File: src/rtl/psram_ctrl_pkg.sv
package psram_ctrl_pkg;

  typedef enum logic [2:0] {
    ST_IDLE,
    ST_GAP,
    ST_SETUP,
    ST_WRITE,
    ST_READ,
    ST_TURN
  } ctrl_state_t;

  function automatic int ceil_div(input int num, input int den);
    return (num + den - 1) / den;
  endfunction

  function automatic int max2(input int a, input int b);
    return (a > b) ? a : b;
  endfunction

endpackage

File: src/rtl/psram_phase_timer.sv
// Down-counter for one strobe phase: a load of N-1 gives a phase of N cycles.
module psram_phase_timer #(
  parameter int CW = 4
) (
  input  logic          clk,
  input  logic          rst,
  input  logic          load,
  input  logic [CW-1:0] load_val,
  output logic          expired
);
  logic [CW-1:0] cnt;

  always_ff @(posedge clk) begin
    if (rst)             cnt <= '0;
    else if (load)       cnt <= load_val;
    else if (cnt != '0)  cnt <= cnt - 1'b1;
  end

  assign expired = (cnt == '0);
endmodule

File: src/rtl/psram_sel_guard.sv
// Counts consecutive cycles with chip enable low; allows chaining only below a margin.
module psram_sel_guard #(
  parameter int SEL_LIMIT_CYC = 1750,
  parameter int CHAIN_MAX     = 1700
) (
  input  logic clk,
  input  logic rst,
  input  logic ce_n,
  output logic chain_ok
);
  localparam int CW = $clog2(SEL_LIMIT_CYC + 2);
  localparam logic [CW-1:0] TOP  = CW'(SEL_LIMIT_CYC);
  localparam logic [CW-1:0] EDGE = CW'(CHAIN_MAX);

  logic [CW-1:0] run;

  always_ff @(posedge clk) begin
    if (rst || ce_n)    run <= '0;
    else if (run != TOP) run <= run + 1'b1;
  end

  assign chain_ok = (run <= EDGE);
endmodule

File: src/rtl/psram_lane_map.sv
// Lane enables from a mask, and per-lane masking of returned read data.
module psram_lane_map #(
  parameter int LANES = 2
) (
  input  logic [LANES-1:0]   mask,
  input  logic [LANES*8-1:0] raw,
  output logic [LANES-1:0]   be_n,
  output logic [LANES*8-1:0] merged
);
  for (genvar g = 0; g < LANES; g++) begin : g_lane
    assign be_n[g]          = ~mask[g];
    assign merged[g*8 +: 8] = mask[g] ? raw[g*8 +: 8] : 8'h00;
  end
endmodule

File: src/rtl/psram_lane_ctrl.sv
module psram_lane_ctrl
  import psram_ctrl_pkg::*;
#(
  parameter int ADDR_W        = 18,
  parameter int DATA_W        = 16,
  parameter int CLK_NS        = 8,
  parameter int SPEED_NS      = 70,
  parameter int SETUP_CYC     = 1,
  parameter int WR_PULSE_CYC  = ceil_div(SPEED_NS, CLK_NS),
  parameter int RD_WAIT_CYC   = ceil_div(SPEED_NS, CLK_NS),
  parameter int TURN_CYC      = 1,
  parameter int GAP_CYC       = 1,
  parameter int SEL_LIMIT_CYC = 14000 / CLK_NS,
  localparam int LANES        = DATA_W / 8
) (
  input  logic              clk,
  input  logic              rst,
  input  logic              req_valid,
  output logic              req_ready,
  input  logic              req_write,
  input  logic [ADDR_W-1:0] req_addr,
  input  logic [DATA_W-1:0] req_wdata,
  input  logic [LANES-1:0]  req_mask,
  output logic              done,
  output logic [DATA_W-1:0] rdata,
  output logic              mem_ce_n,
  output logic              mem_we_n,
  output logic              mem_oe_n,
  output logic [LANES-1:0]  mem_be_n,
  output logic [ADDR_W-1:0] mem_addr,
  output logic [DATA_W-1:0] mem_dq_o,
  output logic              mem_dq_oe,
  input  logic [DATA_W-1:0] mem_dq_i
);
  // Longest chip-enable-low stretch of one access, and the chaining margin.
  localparam int ACC_MAX   = SETUP_CYC + max2(RD_WAIT_CYC + TURN_CYC, WR_PULSE_CYC);
  localparam int CHAIN_MAX = SEL_LIMIT_CYC - ACC_MAX - 4;
  localparam int TMAX      = max2(max2(SETUP_CYC, GAP_CYC),
                                  max2(max2(WR_PULSE_CYC, RD_WAIT_CYC), TURN_CYC));
  localparam int TW        = $clog2(TMAX + 1);

  ctrl_state_t      state;
  logic             op_write;
  logic [LANES-1:0] op_mask;
  logic [LANES-1:0] lane_sel;
  logic [LANES-1:0] lane_be_n;
  logic [DATA_W-1:0] rd_merged;
  logic             chain_ok;
  logic             tmr_load;
  logic [TW-1:0]    tmr_val;
  logic             tmr_exp;
  logic             take_req;
  logic             need_gap;

  assign req_ready = (state == ST_IDLE);
  assign take_req  = req_ready && req_valid && (req_mask != '0);
  assign need_gap  = !mem_ce_n && !chain_ok;
  assign lane_sel  = (state == ST_IDLE) ? req_mask : op_mask;

  psram_lane_map #(.LANES(LANES)) u_lanes (
    .mask   (lane_sel),
    .raw    (mem_dq_i),
    .be_n   (lane_be_n),
    .merged (rd_merged)
  );

  psram_sel_guard #(.SEL_LIMIT_CYC(SEL_LIMIT_CYC), .CHAIN_MAX(CHAIN_MAX)) u_guard (
    .clk      (clk),
    .rst      (rst),
    .ce_n     (mem_ce_n),
    .chain_ok (chain_ok)
  );

  psram_phase_timer #(.CW(TW)) u_timer (
    .clk      (clk),
    .rst      (rst),
    .load     (tmr_load),
    .load_val (tmr_val),
    .expired  (tmr_exp)
  );

  // Timer reloads on every phase entry.
  always_comb begin
    tmr_load = 1'b0;
    tmr_val  = '0;
    case (state)
      ST_IDLE: if (take_req) begin
        tmr_load = 1'b1;
        tmr_val  = need_gap ? TW'(GAP_CYC - 1) : TW'(SETUP_CYC - 1);
      end
      ST_GAP: if (tmr_exp) begin
        tmr_load = 1'b1;
        tmr_val  = TW'(SETUP_CYC - 1);
      end
      ST_SETUP: if (tmr_exp) begin
        tmr_load = 1'b1;
        tmr_val  = op_write ? TW'(WR_PULSE_CYC - 1) : TW'(RD_WAIT_CYC - 1);
      end
      ST_READ: if (tmr_exp) begin
        tmr_load = 1'b1;
        tmr_val  = TW'(TURN_CYC - 1);
      end
      default: ;
    endcase
  end

  always_ff @(posedge clk) begin
    if (rst) begin
      state     <= ST_IDLE;
      op_write  <= 1'b0;
      op_mask   <= '0;
      done      <= 1'b0;
      rdata     <= '0;
      mem_ce_n  <= 1'b1;
      mem_we_n  <= 1'b1;
      mem_oe_n  <= 1'b1;
      mem_be_n  <= '1;
      mem_addr  <= '0;
      mem_dq_o  <= '0;
      mem_dq_oe <= 1'b0;
    end else begin
      done <= 1'b0;
      case (state)
        ST_IDLE: begin
          if (req_valid && req_mask == '0) begin
            done     <= 1'b1;
            rdata    <= '0;
            mem_ce_n <= 1'b1;
          end else if (take_req) begin
            op_write <= req_write;
            op_mask  <= req_mask;
            mem_addr <= req_addr;
            mem_dq_o <= req_wdata;
            if (need_gap) begin
              state    <= ST_GAP;
              mem_ce_n <= 1'b1;
            end else begin
              state    <= ST_SETUP;
              mem_ce_n <= 1'b0;
              mem_be_n <= lane_be_n;
            end
          end else begin
            mem_ce_n <= 1'b1;
          end
        end
        ST_GAP: if (tmr_exp) begin
          state    <= ST_SETUP;
          mem_ce_n <= 1'b0;
          mem_be_n <= lane_be_n;
        end
        ST_SETUP: if (tmr_exp) begin
          if (op_write) begin
            state     <= ST_WRITE;
            mem_we_n  <= 1'b0;
            mem_dq_oe <= 1'b1;
          end else begin
            state    <= ST_READ;
            mem_oe_n <= 1'b0;
          end
        end
        ST_WRITE: if (tmr_exp) begin
          state     <= ST_IDLE;
          mem_we_n  <= 1'b1;
          mem_dq_oe <= 1'b0;
          mem_be_n  <= '1;
          done      <= 1'b1;
        end
        ST_READ: if (tmr_exp) begin
          state    <= ST_TURN;
          mem_oe_n <= 1'b1;
          mem_be_n <= '1;
          rdata    <= rd_merged;
          done     <= 1'b1;
        end
        ST_TURN: if (tmr_exp) state <= ST_IDLE;
        default: state <= ST_IDLE;
      endcase
    end
  end
endmodule

File: config.mk
export PLATFORM = sky130hd
export DESIGN_NAME = psram_lane_ctrl
export DESIGN_NICKNAME = d
export VERILOG_FILES = /design/src/rtl/psram_ctrl_pkg.sv /design/src/rtl/psram_phase_timer.sv /design/src/rtl/psram_sel_guard.sv /design/src/rtl/psram_lane_map.sv /design/src/rtl/psram_lane_ctrl.sv
export SDC_FILE = /design/constraint.sdc
export NUM_CORES = 1
export LEC_CHECK = 0
export ABC_AREA = 0
export CAP_MARGIN = 10
export CORE_MARGIN = 4
export CORE_UTILIZATION = 30
export DETAILED_ROUTE_END_ITERATION = 8
export HOLD_SLACK_MARGIN = 0.02
export PLACE_DENSITY = 0.59
export REMOVE_ABC_BUFFERS = 1
export SLEW_MARGIN = 20
export SYNTH_ARGS = -nofsm -noshare
export SYNTH_HDL_FRONTEND = slang
export SYNTH_SLANG_ARGS = --single-unit
export TNS_END_PERCENT = 5
File: constraint.sdc
create_clock -name clk -period 2.7 [get_ports clk]
set_input_delay 0.405 -clock clk [delete_from_list [all_inputs] [get_ports clk]]
set_output_delay 0.405 -clock clk [all_outputs]
set_load 0.01 [all_outputs]
==> impl_metrics.env, run 1 <==
export IMPL_postCtsSetupBuffers=0
export IMPL_timing_rr_end="state[0]"
export IMPL_portBuffers=113
export IMPL_p_per_area_nw_per_um2=791.4
export IMPL_syn_inst=374
export IMPL_cts_buffer_depth=2
export IMPL_cts_root_buf="clkbuf_8"
export IMPL_hold_buffers=0
export IMPL_clock_skew_final_ns=0.009499
export IMPL_cp_max_fo=16
export IMPL_vias=2875
export IMPL_slew_violations=0
export IMPL_layout_area_seq_um2=1562
export IMPL_synth_cell_types=42
export IMPL_cts_sinks=78
export IMPL_wirelength_um=7907
export IMPL_p_sw_uw=1252
export IMPL_finalSetupTns_ns=0
export IMPL_rows=37
export IMPL_area_growth_syn_to_layout_pct=45.56
export IMPL_r2r_start="u_timer.cnt[0]"
export IMPL_antenna_cells=0
export IMPL_synth_top_area_share_pct=49.74
export IMPL_nets=538
export IMPL_synth_ff_type="dfxtp_1"
export IMPL_layout_commonest_cell="clkdlybuf4s50_1"
export IMPL_clkTransAtPathRegs_ns=0.08
export IMPL_grt_pass1_vias=2718
export IMPL_start_util_pct=30.55
export IMPL_rrSetupSlack_ns=0.72
export IMPL_async_flop_share_pct=0
export IMPL_ys_seq_area_share_pct=49.74
export IMPL_dpl_hpwl_um=5663
export IMPL_drc=0
export IMPL_critPathArrivalTime_ns=1.91
export IMPL_tightest_slew_ns=0.6138
export IMPL_cts_repair_resized=0
export IMPL_required_ns=2.30
export IMPL_endpoint_kind="output port"
export IMPL_ant_nets=0
export IMPL_gp_congestion=0.7445
export IMPL_wl_per_cell_um=12.75
export IMPL_slew_limit_headroom_pct=59.02
export IMPL_synth_top_cell_by_area="dfxtp_1"
export IMPL_die_h_um=110.3
export IMPL_syn_cell_area_um2=3139
export IMPL_leakagePower_uw=0.001632
export IMPL_core_um2=10280
export IMPL_die_w_um=110.3
export IMPL_grt_max_degree=42
export IMPL_ir_drop_uv=369.9
export IMPL_path_cells="nor3_4 -> clkdlybuf4s50_1"
export IMPL_grt_pass1_wl_um=12690
export IMPL_cts_htree_levels=3
export IMPL_synth_edf_count=0
export IMPL_drive_gt1_share_pct=6.198
export IMPL_first_pass_iters=4
export IMPL_p_seq_share_pct=41.1
export IMPL_ys_warn_count=0
export IMPL_holdCritStartpoint="mem_dq_o[7]"
export IMPL_critPathLaunchType="flop"
export IMPL_holdPathStages=2
export IMPL_mostFrequentLayoutCells="clkdlybuf4s50_1, nand2_1, dfxtp_1"
export IMPL_filler_cell_count=1029
export IMPL_multi_input_area_um2=1441
export IMPL_tritoncts="yes"
export IMPL_maxCapViolations=0
export IMPL_critPathTopFamily="buffers and inverters"
export IMPL_pwr_share_comb_pct=34.1
export IMPL_ios=114
export IMPL_holdCritPathClass="reg -> reg"
export IMPL_antenna_found_initial=0
export IMPL_ys_ff_latch=78
export IMPL_whs_endpoint="mem_dq_o[7]"
export IMPL_cp_num_buf_inv=1
export IMPL_grt_total_usage_pct=13.03
export IMPL_period_minus_slack_ns=2.318
export IMPL_ff2ff_path_depth=6
export IMPL_hold_ws_ns=0.4556
export IMPL_setup_violations=0
export IMPL_finalCritPeriodShare_pct=85.84
export IMPL_via_per_inst=4.637
export IMPL_syn_avg_cell_area_um2=8.394
export IMPL_hold_viol_final=0
export IMPL_p_sw_share_pct=34.63
export IMPL_cp_slowest_cell="clkdlybuf4s50_1"
export IMPL_overflow=0
export IMPL_power_internal_uw=2364
export IMPL_dr_first_iter_drc_count=182
export IMPL_crit_type="reg -> out"
export IMPL_rsz0062_at_grt="false"
export IMPL_fmax_mhz=431.4
export IMPL_cts_inserted_buffers=9
export IMPL_status="completed"
export IMPL_dieArea_um2=12170
export IMPL_clock_latency_ns=0.34
export IMPL_synth_area_top_cells="dfxtp_1, nand2_1, a21oi_1"
export IMPL_max_stage_delay_ns=0.63
export IMPL_clock_power_share_pct=24.8
[per-layer routing]
layer / wire (µm) / GRT usage (%) / up-vias / part of all wire (%)
met5: 0 / 0 / - / 0
met4: 92 / 4.398 / 0 / 1.2
met3: 764 / 4.193 / 13 / 9.7
met2: 3432 / 19.58 / 104 / 43
met1: 3618 / 17.62 / 1281 / 46
li1: - / - / 1477 / -
[cell type report]
class,instances,share of cell area [%]
Clock buffer,9,2.711
Sequential cell,78,34.17
Clock inverter,7,1.698
Timing Repair Buffer,118,25.74
Multi-Input combinational cell,267,31.54
Inverter,5,0.4107
Tap cell,136,3.724
[flip-flops by register name, summed over array words and instances (netlist names)]
register / flops
mem_addr: 18
mem_dq_o: 16
rdata: 16
u_guard.run: 11
u_timer.cnt: 4
state: 3
mem_be_n: 2
op_mask: 2
done: 1
mem_ce_n: 1
mem_dq_oe: 1
mem_oe_n: 1
mem_we_n: 1
op_write: 1
[synth_stat cells, types with 2 or more instances]
cell type and count:
buf_2 7, a21oi_1 47, or3_1 2, a211o_1 2, nand3b_1 2, nand2b_1 3
nor3_1 6, xor2_1 7, a221o_1 2, a22oi_1 19, xnor2_1 3, and3_1 3
nand3_1 12, nand2_1 85, clkbuf_1 13, dfxtp_1 78, inv_1 5, a211oi_1 3
and2_1 2, ha_1 3, buf_4 3, mux2i_1 5, o21ai_0 6, nor2_1 38
[power groups by stage]
stage | Clock (µW) | Combinational (µW) | Sequential, µW
after floorplan | 0 | 598 | 1550
after global placement | 0 | 1230 | 1510
after detailed placement | 0 | 1240 | 1510
after CTS | 928 | 1250 | 1490
after global routing | 978 | 1380 | 1520
final | 895 | 1230 | 1490
[logic make-up (layout without fill, tap and decap cells)]
logic type                 count (synthesis)  count (layout)  share of synthesized area, %
and+or+nand+nor                          164             164                         23.64
AOI/OAI and AO/OA                         84              84                         16.34
DFF                                       78              78                         49.74
buffers and inverters                     29             139                         4.344
xor gates and xnor gates                  10              10                         2.790
muxes                                      6               6                         1.953
adders and majority gates                  3               3                         1.196
[worst min-delay path, cell delays in order, from the launching register on]
cell,delay (ns)
dfxtp_1,0.31
nand2_1,0.05
a21oi_1,0.05
[worst max path at each step]
stage	startpoint	to	slack, ns	depth (start not counted)
after floorplan	state[0]	u_timer.cnt[1]	0.41	4
after global placement	req_valid	rdata[4]	0.56	6
after detailed placement	req_valid	rdata[1]	0.50	6
after CTS	state[0]	req_ready	0.37	2
final	state[0]	req_ready	0.38	2
after global routing	state[0]	req_ready	0.29	2
[per-stage QoR]
stage / cell area (µm²) / total power (µW) / setup WS, ns / utilization (%) / instances
floorplan: 3022 / 2144 / 0.4121 / - / 350
global placement: 4368 / 2740 / 0.5562 / 42.50 / 604
detailed placement: 4368 / 2757 / 0.4975 / 42.50 / 604
CTS: 4569 / 3667 / 0.3733 / 44.46 / 620
global route: 4569 / 3877 / 0.2882 / 44.46 / 620
finish: 4569 / 3616 / 0.3822 / 44.46 / 620
Power figures use the tool's default switching activity.
==> inputs of run 2 (changes only) <==
--- a/config.mk
+++ b/config.mk
@@ -11,6 +11,7 @@
 export CORE_UTILIZATION = 30
 export DETAILED_ROUTE_END_ITERATION = 8
 export HOLD_SLACK_MARGIN = 0.02
+export MAX_ROUTING_LAYER = met4
 export PLACE_DENSITY = 0.59
 export REMOVE_ABC_BUFFERS = 1
 export SLEW_MARGIN = 20
==> run 2 against run 1 <==
Die area did not move. Maximum frequency up 0.39%. Cell count is the same. Clock power about the same. Global-route usage increased by 0.38 points. Total power about the same. Hold slack did not move.
==> impl_metrics.env, run 2 (synthesized netlist as in run 1, its figures left out) <==
export IMPL_via_per_inst=4.644
export IMPL_clock_skew_final_ns=0.01082
export IMPL_grt_pass1_vias=2719
export IMPL_critPathArrivalTime_ns=1.90
export IMPL_vias=2879
export IMPL_layout_area_seq_um2=1562
export IMPL_fmax_mhz=433.1
export IMPL_crit_type="reg -> out"
export IMPL_holdPathStages=2
export IMPL_grt_pass1_wl_um=12700
export IMPL_nets=538
export IMPL_leakagePower_uw=0.001632
export IMPL_ant_nets=0
export IMPL_top_regs="mem_addr: 18 flops, mem_dq_o: 16 flops, rdata: 16 flops"
export IMPL_critPathLaunchType="flop"
export IMPL_ff2ff_path_depth=6
export IMPL_grt_total_usage_pct=13.41
export IMPL_ir_drop_uv=370.8
export IMPL_power_uw=3619
export IMPL_clkTransAtPathRegs_ns=0.08
export IMPL_p_per_area_nw_per_um2=792.1
export IMPL_endpoint_kind="output port"
export IMPL_filler_cell_count=1029
export IMPL_start_util_pct=30.55
export IMPL_regMostFlops="mem_addr"
export IMPL_dr_first_iter_drc_count=183
export IMPL_die_w_um=110.3
export IMPL_cts_inserted_buffers=9
export IMPL_multi_input_area_um2=1441
export IMPL_maxCapViolations=0
export IMPL_mostFrequentLayoutCells="clkdlybuf4s50_1, nand2_1, dfxtp_1"
export IMPL_period_minus_slack_ns=2.309
export IMPL_portBuffers=113
export IMPL_drive_gt1_share_pct=6.198
export IMPL_tritoncts="yes"
export IMPL_clock_latency_ns=0.34
export IMPL_rsz0062_at_grt="false"
export IMPL_gp_congestion=0.7539
export IMPL_setup_violations=0
export IMPL_overflow=0
export IMPL_postCtsSetupBuffers=0
export IMPL_cts_root_buf="clkbuf_8"
export IMPL_hold_buffers=0
export IMPL_wl_per_cell_um=12.81
export IMPL_required_ns=2.30
export IMPL_area_growth_syn_to_layout_pct=45.56
export IMPL_hold_viol_final=0
export IMPL_dpl_hpwl_um=5663
export IMPL_ios=114
export IMPL_cts_repair_resized=0
export IMPL_drc=0
export IMPL_layout_commonest_cell="clkdlybuf4s50_1"
export IMPL_first_pass_iters=4
export IMPL_antenna_found_initial=0
export IMPL_wirelength_um=7945
export IMPL_status="completed"
export IMPL_cts_buffer_depth=2
export IMPL_cts_sinks=78
export IMPL_finalSetupTns_ns=0
export IMPL_slew_violations=0
export IMPL_core_um2=10280
export IMPL_cp_max_fo=16
export IMPL_die_h_um=110.3
export IMPL_antenna_cells=0
export IMPL_tightest_slew_ns=0.5979
export IMPL_dieArea_um2=12170
export IMPL_finalCritPeriodShare_pct=85.51
export IMPL_grt_max_degree=42
export IMPL_hold_ws_ns=0.4556
export IMPL_cts_htree_levels=3
export IMPL_slew_limit_headroom_pct=60.08
export IMPL_rows=37
export IMPL_largest_register_ffs=18
export IMPL_holdCritPathClass="reg -> reg"
[run 2: cell counts in the layout (fill, tap and decap cells not counted)]
No cell type changed its count.
[run 2: through the flow]
step | std cells | util (%) | setup WS (ns) | instance area [µm²]
floorplan | 350 | - | 0.4121 | 3022
global placement | 604 | 42.50 | 0.5562 | 4368
detailed placement | 604 | 42.50 | 0.4975 | 4368
CTS | 620 | 44.46 | 0.3733 | 4569
global route | 620 | 44.46 | 0.2882 | 4569
finish | 620 | 44.46 | 0.3911 | 4569
[run 2: cell type report]
type,count,share of cell area [%]
sequential,78,34.17
clock buffer,9,2.711
timing repair buffer,118,25.74
inverter,5,0.4107
clock inverter,7,1.698
tap,136,3.724
multi-input combinational,267,31.54
[run 2: worst max-delay path, cell delays in order (launching register included)]
cell and delay [ns]:
dfxtp_1 0.50, nor3_4 0.43, clkdlybuf4s50_1 0.63
[run 2: final timing paths]
| check | from | slack (ns) | to |
|---|---|---|---|
| setup / recovery | state[0] | 0.39 | req_ready |
| hold / removal | mem_dq_o[7] | 0.46 | mem_dq_o[7] |
| setup reg to reg | u_timer.cnt[0] | 0.71 | state[0] |
| hold reg to reg | mem_dq_o[7] | 0.46 | mem_dq_o[7] |
[run 2: layer usage]
| metal | global-route usage, % | routed length, µm | up-vias |
|---|---|---|---|
| li1 | - | - | 1476 |
| met1 | 18.05 | 3680 | 1283 |
| met2 | 19.58 | 3460 | 107 |
| met3 | 3.553 | 703 | 13 |
| met4 | 4.398 | 102 | 0 |
| met5 | - | 0 | - |
[run 2: where the power goes]
part	switching [µW]	internal (µW)	leakage, µW
Clock	458	439	0.000101
Sequential	162	1320	0.000635
Combinational	635	601	0.000896
==> inputs of run 3 (changes only) <==
--- a/config.mk
+++ b/config.mk
@@ -9,6 +9,7 @@
 export CAP_MARGIN = 10
 export CORE_MARGIN = 4
 export CORE_UTILIZATION = 30
+export CTS_CLUSTER_DIAMETER = 60
 export DETAILED_ROUTE_END_ITERATION = 8
 export HOLD_SLACK_MARGIN = 0.02
 export MAX_ROUTING_LAYER = met4
==> results of run 3 <==
Final layout, timing and power as in run 2 (identical DEF).
